==> src/rtl/boot_load_pkg.sv <==
package boot_load_pkg;

  typedef enum logic [2:0] {
    ST_RELEASE,
    ST_LOAD,
    ST_FLUSH,
    ST_DONE,
    ST_RUN
  } loadState_e;

  typedef struct packed {
    logic latchMode;
    logic rxEnable;
    logic commitByte;
  } ctlStrobe_t;

endpackage

==> src/rtl/boot_uart_rx.sv <==
module boot_uart_rx #(
  parameter int CLKS_PER_BIT = 16
) (
  input  logic       clk,
  input  logic       rstN,
  input  logic       enable,
  input  logic       rxLine,
  output logic       rxValid,
  output logic [7:0] rxData
);

  localparam int CNT_W = $clog2(CLKS_PER_BIT);
  localparam logic [CNT_W-1:0] LAST_TICK = CNT_W'(CLKS_PER_BIT - 1);
  localparam logic [CNT_W-1:0] HALF_TICK = CNT_W'(CLKS_PER_BIT / 2 - 1);

  typedef enum logic [2:0] {RX_IDLE, RX_START, RX_DATA, RX_STOP, RX_WAITHIGH} rxState_e;

  rxState_e         rxState;
  logic             rxMeta;
  logic             rxSync;
  logic [CNT_W-1:0] tickCnt;
  logic [2:0]       bitIdx;
  logic [7:0]       shiftReg;

  always_ff @(posedge clk) begin
    if (!rstN) begin
      rxState  <= RX_IDLE;
      rxMeta   <= 1'b1;
      rxSync   <= 1'b1;
      tickCnt  <= '0;
      bitIdx   <= '0;
      shiftReg <= '0;
      rxValid  <= 1'b0;
    end else begin
      rxMeta  <= rxLine;
      rxSync  <= rxMeta;
      rxValid <= 1'b0;
      case (rxState)
        RX_IDLE: begin
          if (enable && !rxSync) begin
            tickCnt <= '0;
            rxState <= RX_START;
          end
        end
        RX_START: begin
          if (tickCnt == HALF_TICK) begin
            tickCnt <= '0;
            bitIdx  <= '0;
            rxState <= rxSync ? RX_IDLE : RX_DATA;
          end else begin
            tickCnt <= tickCnt + 1'b1;
          end
        end
        RX_DATA: begin
          if (tickCnt == LAST_TICK) begin
            tickCnt  <= '0;
            shiftReg <= {rxSync, shiftReg[7:1]};
            if (bitIdx == 3'd7) rxState <= RX_STOP;
            else bitIdx <= bitIdx + 1'b1;
          end else begin
            tickCnt <= tickCnt + 1'b1;
          end
        end
        RX_STOP: begin
          if (tickCnt == LAST_TICK) begin
            tickCnt <= '0;
            if (rxSync) begin
              rxValid <= 1'b1;
              rxState <= RX_IDLE;
            end else begin
              rxState <= RX_WAITHIGH;
            end
          end else begin
            tickCnt <= tickCnt + 1'b1;
          end
        end
        RX_WAITHIGH: begin
          if (rxSync) rxState <= RX_IDLE;
        end
        default: rxState <= RX_IDLE;
      endcase
    end
  end

  assign rxData = shiftReg;

  // a byte is only reported when the stop bit sampled high
  p_stop_high_r6: assert property (@(posedge clk) disable iff (!rstN)
    rxValid |-> $past(rxSync));

  // each frame yields a single-cycle report
  p_single_pulse_r5: assert property (@(posedge clk) disable iff (!rstN)
    rxValid |=> !rxValid);

endmodule

==> src/rtl/boot_load_datapath.sv <==
module boot_load_datapath #(
  parameter int IMAGE_BYTES = 256,
  parameter int ADDR_W      = 8,
  parameter int VEC_W       = 16,
  parameter logic [VEC_W-1:0] BOOT_VEC = '0,
  parameter logic [VEC_W-1:0] RUN_VEC  = 16'hE000
) (
  input  logic              clk,
  input  logic              rstN,
  input  logic              latchMode,
  input  logic              commitByte,
  input  logic              modePinA,
  input  logic              modePinB,
  input  logic [7:0]        rxData,
  output logic              lastSlot,
  output logic              ramWrEn,
  output logic [ADDR_W-1:0] ramWrAddr,
  output logic [7:0]        ramWrData,
  output logic [VEC_W-1:0]  startVector
);

  localparam logic [ADDR_W-1:0] LAST_ADDR = ADDR_W'(IMAGE_BYTES - 1);

  logic              bootLatched;
  logic [ADDR_W-1:0] addrCnt;

  always_ff @(posedge clk) begin
    if (!rstN) begin
      bootLatched <= 1'b0;
    end else if (latchMode) begin
      bootLatched <= !modePinA && !modePinB;
    end
  end

  always_ff @(posedge clk) begin
    if (!rstN) begin
      addrCnt   <= '0;
      ramWrEn   <= 1'b0;
      ramWrAddr <= '0;
      ramWrData <= '0;
    end else begin
      ramWrEn <= commitByte;
      if (commitByte) begin
        ramWrAddr <= addrCnt;
        ramWrData <= rxData;
        addrCnt   <= addrCnt + 1'b1;
      end
    end
  end

  assign lastSlot    = (addrCnt == LAST_ADDR);
  assign startVector = bootLatched ? BOOT_VEC : RUN_VEC;

  // the mode decision only moves on the capture strobe
  p_mode_locked_r3: assert property (@(posedge clk) disable iff (!rstN)
    !latchMode |=> $stable(bootLatched));

  // after a write the next free slot follows the written address
  p_addr_step_r5: assert property (@(posedge clk) disable iff (!rstN)
    ramWrEn |=> (addrCnt == ADDR_W'($past(ramWrAddr) + 1'b1)));

endmodule

==> src/rtl/boot_load_ctrl.sv <==
module boot_load_ctrl
  import boot_load_pkg::*;
(
  input  logic       clk,
  input  logic       rstN,
  input  logic       modePinA,
  input  logic       modePinB,
  input  logic       rxValid,
  input  logic       lastSlot,
  output ctlStrobe_t strobe,
  output logic       coreHold,
  output logic       loadDone
);

  loadState_e state;
  loadState_e stateNext;

  always_comb begin
    stateNext = state;
    case (state)
      ST_RELEASE: stateNext = (!modePinA && !modePinB) ? ST_LOAD : ST_RUN;
      ST_LOAD:    if (rxValid && lastSlot) stateNext = ST_FLUSH;
      ST_FLUSH:   stateNext = ST_DONE;
      ST_DONE:    stateNext = ST_DONE;
      ST_RUN:     stateNext = ST_RUN;
      default:    stateNext = ST_RELEASE;
    endcase
  end

  always_ff @(posedge clk) begin
    if (!rstN) state <= ST_RELEASE;
    else       state <= stateNext;
  end

  always_comb begin
    strobe.latchMode  = (state == ST_RELEASE);
    strobe.rxEnable   = (state == ST_LOAD);
    strobe.commitByte = (state == ST_LOAD) && rxValid;
  end

  assign coreHold = (state == ST_RELEASE) || (state == ST_LOAD) || (state == ST_FLUSH);
  assign loadDone = (state == ST_DONE);

  // done is sticky until reset
  p_done_sticky_r7: assert property (@(posedge clk) disable iff (!rstN)
    loadDone |=> loadDone);

  // the core is released whenever loading is reported complete
  p_release_on_done_r7: assert property (@(posedge clk) disable iff (!rstN)
    $rose(loadDone) |-> $fell(coreHold));

endmodule

==> src/rtl/boot_image_loader.sv <==
module boot_image_loader
  import boot_load_pkg::*;
#(
  parameter int CLKS_PER_BIT = 16,
  parameter int IMAGE_BYTES  = 256,
  parameter int ADDR_W       = $clog2(IMAGE_BYTES),
  parameter int VEC_W        = 16,
  parameter logic [VEC_W-1:0] BOOT_VEC = '0,
  parameter logic [VEC_W-1:0] RUN_VEC  = 16'hE000
) (
  input  logic              clk,
  input  logic              rstN,
  input  logic              modePinA,
  input  logic              modePinB,
  input  logic              rxLine,
  output logic              ramWrEn,
  output logic [ADDR_W-1:0] ramWrAddr,
  output logic [7:0]        ramWrData,
  output logic              coreHold,
  output logic [VEC_W-1:0]  startVector,
  output logic              loadDone
);

  ctlStrobe_t strobe;
  logic       rxValid;
  logic [7:0] rxData;
  logic       lastSlot;

  boot_uart_rx #(.CLKS_PER_BIT(CLKS_PER_BIT)) u_rx (
    .clk     (clk),
    .rstN    (rstN),
    .enable  (strobe.rxEnable),
    .rxLine  (rxLine),
    .rxValid (rxValid),
    .rxData  (rxData)
  );

  boot_load_ctrl u_ctrl (
    .clk      (clk),
    .rstN     (rstN),
    .modePinA (modePinA),
    .modePinB (modePinB),
    .rxValid  (rxValid),
    .lastSlot (lastSlot),
    .strobe   (strobe),
    .coreHold (coreHold),
    .loadDone (loadDone)
  );

  boot_load_datapath #(
    .IMAGE_BYTES (IMAGE_BYTES),
    .ADDR_W      (ADDR_W),
    .VEC_W       (VEC_W),
    .BOOT_VEC    (BOOT_VEC),
    .RUN_VEC     (RUN_VEC)
  ) u_dp (
    .clk         (clk),
    .rstN        (rstN),
    .latchMode   (strobe.latchMode),
    .commitByte  (strobe.commitByte),
    .modePinA    (modePinA),
    .modePinB    (modePinB),
    .rxData      (rxData),
    .lastSlot    (lastSlot),
    .ramWrEn     (ramWrEn),
    .ramWrAddr   (ramWrAddr),
    .ramWrData   (ramWrData),
    .startVector (startVector)
  );

  // RAM is only written while the core is held
  p_write_in_hold_r9: assert property (@(posedge clk) disable iff (!rstN)
    ramWrEn |-> coreHold);

  // no write once loading is complete
  p_quiet_after_done_r8: assert property (@(posedge clk) disable iff (!rstN)
    loadDone |-> !ramWrEn);

  // a completed load always hands over the boot start address
  p_boot_vector_r1: assert property (@(posedge clk) disable iff (!rstN)
    loadDone |-> (startVector == BOOT_VEC));

endmodule

==> config.mk <==
export PLATFORM = sky130hd
export DESIGN_NAME = boot_image_loader
export DESIGN_NICKNAME = d
export VERILOG_FILES = /design/src/rtl/boot_load_pkg.sv /design/src/rtl/boot_uart_rx.sv /design/src/rtl/boot_load_datapath.sv /design/src/rtl/boot_load_ctrl.sv /design/src/rtl/boot_image_loader.sv
export SDC_FILE = /design/constraint.sdc
export NUM_CORES = 1
export LEC_CHECK = 0
export ABC_CLOCK_PERIOD_IN_PS = 1800
export BUFFER_PORTS_ARGS = -buffer_cell sky130_fd_sc_hd__buf_2
export CAP_MARGIN = 20
export CORE_ASPECT_RATIO = 0.5
export CORE_MARGIN = 10
export CORE_UTILIZATION = 55
export DETAILED_ROUTE_END_ITERATION = 7
export PLACE_DENSITY = 0.84
export SLEW_MARGIN = 10
export SYNTH_ARGS = -nofsm -noshare
export SYNTH_HDL_FRONTEND = slang
export SYNTH_SLANG_ARGS = --single-unit
export TNS_END_PERCENT = 20
==> constraint.sdc <==
create_clock -name clk -period 1.8 [get_ports clk]
set_clock_uncertainty 0.05 [all_clocks]
set_input_delay 0.36 -clock clk [delete_from_list [all_inputs] [get_ports clk]]
set_output_delay 0.36 -clock clk [all_outputs]
set_load 0.02 [all_outputs]
==> summary.md <==
| Metric | Value |
|---|---|
| H-tree lvl count | 2 |
| R2R cell count | 7 |
| Min-Delay Path Depth | 2 |
| Adder-Cell Fraction of Synth Area | 0.0220 |
| Synth Area in XOR/XNOR | 0.0270 |
| # diodes | 0 |
| Reg-to-reg critical path endpoint | u_rx.bitIdx[1] |
| Mux contribution to synthesized area | 0.0396 |
| DRT Wirelength | 4310 um |
| Clock-pin slew on the worst setup and hold paths | 90 ps |
| Initial DRC Count | 110 |
| Area grow syn2layout | 10.4% |
| Final Util | 0.636 |
| I/O Buffers | 26 |
| Status | completed |
| Reg2reg setup slack | 50 ps |
| Vias in the first global route | 1648 |
| Critical Path Start Type | flip-flop |
| Max Fanout on Critical Path | 5 |
| Routed vias/inst | 5.14 |
| GRT overflow | 0 |
| Largest net degree at the start of global routing | 22 |
| Total die area | 0.00726 sq mm |
| CTS tree | built |
| Post-route ant nets | 0 |
| Post-synthesis compound-gate area fraction | 0.126 |
| Starting density of the core | 0.576 |
| Yosys reg bits | 50 |
| VDD IR max | 0.334 mV |
| Core area | 0.00394 sq mm |
| Warnings, synthesis | 0 |
| Crit Path Class | reg -> reg |
| Mapped Cells | 253 |
| Deepest clock path buffer count | 2 |
| Crit-path max cell delay | 340 ps |
| Fin. max-slew vios | 0 |
| Tcrit/Tclk final | 0.970 |
| Row cnt | 16 |
| Final setup vio count | 0 |
| Post-route total power | 1930 uW |
| Pwr dens | 768 mW/mm^2 |
| Synth Area in Simple Gates | 0.254 |
| Hold wc startpoint | rxLine |
| Number of iterations in the first detailed-routing pass | 4 |
| Clock tree root driver cell | clkbuf_8 |
| Final worst path period need | 1750 ps |
| FF-to-FF Start | u_rx.bitIdx[0] |
| Residual DRC | 0 |
| Synth Flop Type | dfxtp_1 |
| Share of cells above drive strength 1 | 0.174 |
| IO Count | 40 |
| Clock sinks | 50 |
| Crit path max-delay family | simple AND/OR/NAND/NOR gates |
| Leak Pwr | 0.000944 uW |
| EDFF count, synth | 0 |
| Die Wd | 111 um |
| Worst path arrival time | 1880 ps |
| Yosys cell types | 39 |
| Max_cap viols | 0 |
| RePlAce Congestion | 0.822 |
| Fmax | 573 MHz |
| First-pass GRT wire length | 7310 um |
| Req. time, crit path | 1940 ps |
| CP bufs+invs | 1 |
| End of the worst hold path | u_rx.rxMeta |
| Vias | 1696 |
| Slew HR | 0.668 |
| Type of the worst min-delay path | in -> reg |
| Hold Vio Cnt, Final | 0 |
| Seq/Total Area, Yosys | 0.441 |
| Async S/R FF share, synth | 0 |
| Measured slew at the worst slew-check pin | 491 ps |
| WHS | 189 ps |
| Post-detail-place hpwl | 3090 um |
| CTS buffer count | 5 |
| CP Cell Sequence | ha_1, ha_2, and4bb_1, o2111ai_2, buf_4, and2_1, o21a_1 |
| Initial antenna violation count | 0 |
| Cell Area, Synth | 0.00227 sq mm |
| Total track usage | 0.117 |
| RSZ-0062 raised after global routing | no |
| Clock Latency Late Sink | 300 ps |
| Crit-path slowest cell | dfxtp_2 |
| Nets@finish | 284 |
| Avg Cell Area, Syn | 8.98 sq um |
| Die height | 65.5 um |
| Setup crit end kind | flip-flop |
| DR WL/cell | 13.1 um |
| Largest family of logic cells by synthesized area | simple AND/OR/NAND/NOR gates |
how the worst max path moves through the flow:
stage | from | end | slack, ps | depth (start not counted)
floorplan | u_rx.bitIdx[0] | u_rx.bitIdx[0] | 100 | 6
global placement | u_rx.bitIdx[0] | u_rx.bitIdx[0] | 50 | 6
detailed placement | u_rx.bitIdx[0] | u_rx.bitIdx[0] | -70 | 6
CTS | u_rx.bitIdx[0] | u_rx.bitIdx[1] | 10 | 7
global route | u_rx.bitIdx[0] | u_rx.bitIdx[1] | 0.8 | 7
finish | u_rx.bitIdx[0] | u_rx.bitIdx[1] | 50 | 7
worst register-to-register path, cell delays in order (launching register included):
cell and delay (ps):
dfxtp_2 340, ha_1 200, ha_2 190, and4bb_1 260, o2111ai_2 110, buf_4 170
and2_1 150, o21a_1 180
layer usage:
| layer | vias up | global-route usage | wire (um) | part of all wire |
|---|---|---|---|---|
| met4 | 0 | 0.0435 | 60 | 0.014 |
| met5 | - | 0 | 0 | 0 |
| met2 | 41 | 0.205 | 2070 | 0.48 |
| met3 | 6 | 0.0444 | 265 | 0.061 |
| li1 | 867 | - | - | - |
| met1 | 782 | 0.129 | 1920 | 0.44 |
registers in the layout, indices dropped and copies added, names as in the netlist:
register,count
u_ctrl.state,3
u_dp.addrCnt,8
u_dp.bootLatched,1
u_dp.ramWrAddr,8
u_dp.ramWrData,8
u_dp.ramWrEn,1
u_rx.bitIdx,3
u_rx.rxData,8
u_rx.rxMeta,1
u_rx.rxState,3
u_rx.rxSync,1
u_rx.rxValid,1
u_rx.tickCnt,4
Yosys cell counts (4+ instances only):
master     n  area (sq um)
inv_1      5          18.8
nand4_1    5          31.3
and2_1    11          68.8
nor2b_1   11          68.8
buf_2      6          30.0
a21boi_0  18           135
nand2_1   41           154
a21oi_1    6          30.0
nand3_1    4          20.0
nor2_1    10          37.5
clkbuf_1   6          22.5
mux2i_1    9          90.1
nor3_1     7          35.0
dfxtp_1   50          1000
ha_1       4          50.1
or3_1      4          25.0
buf_4     16           120
xnor2_1    5          43.8
metrics by stage:
| stage | std cells | setup TNS (ps) | instance area (sq um) | setup WS (ps) |
|---|---|---|---|---|
| final | 330 | 0 | 2510 | 54.8 |
| after global routing | 330 | 0 | 2510 | 0.833 |
| after CTS | 330 | 0 | 2500 | 12.0 |
| after detailed placement | 321 | -74.9 | 2380 | -74.9 |
| after global placement | 321 | 0 | 2380 | 52.8 |
| after floorplan | 265 | 0 | 2320 | 98.7 |
placed cells by master, fill, tap and decap left out, drive strengths merged:
cell     netlist  routed
dfxtp         50      50
nand2         41      41
buf           23      32
a21boi        21      21
conb           1      13
and2          11      11
nor2b         11      11
nor2          10      10
mux2i          9       9
nor3           8       8
clkbuf         6       7
a21oi          6       6
nand4          6       6
inv            5       5
xnor2          5       5
or3            4       4
nand3          4       4
o21ai          4       4
ha             4       4
nand2b         3       3
nor3b          3       3
nor4b          2       2
o31ai          2       2
o21a           2       2
and3           2       2
xor2           2       2
and4bb         2       2
o2111ai        2       2
nand4bb        1       1
o2bb2ai        1       1
a22oi          1       1
a311oi         1       1
clkinv         0       1
report_power, final:
part / internal (uW) / switching (uW)
Combinational: 29.8 / 59.0
Clock: 353 / 363
Sequential: 1110 / 9.67
final cells by class:
cell class / instances / area [sq um]
Fill cell: 310 / 1440
Clock buffer: 7 / 96.3
Multi-Input combinational cell: 181 / 1130
Inverter: 5 / 18.8
Clock inverter: 1 / 8.76
Timing Repair Buffer: 32 / 188
Tap cell: 54 / 67.6
Sequential cell: 50 / 1000
logic make-up (layout without fill, tap and decap cells):
logic type                 after synthesis  after routing
and+or+nand+nor                        108            108
DFF                                     50             50
xor gates and xnor gates                 7              7
AOI/OAI and AO/OA                       40             40
buffers and inverters                   34             45
adders and majority gates                4              4
other                                    1             13
muxes                                    9              9
what timing repair did:
action / CTS / global route
buffers inserted: 1 / 0
pin swaps: 4 / 1
endpoints found under the setup margin: 1 / 3
resized for setup: 1 / 3
hold buffers: 0 / 0
gates cloned: 0 / 0
No activity file was read; power rests on OpenSTA's default activity.
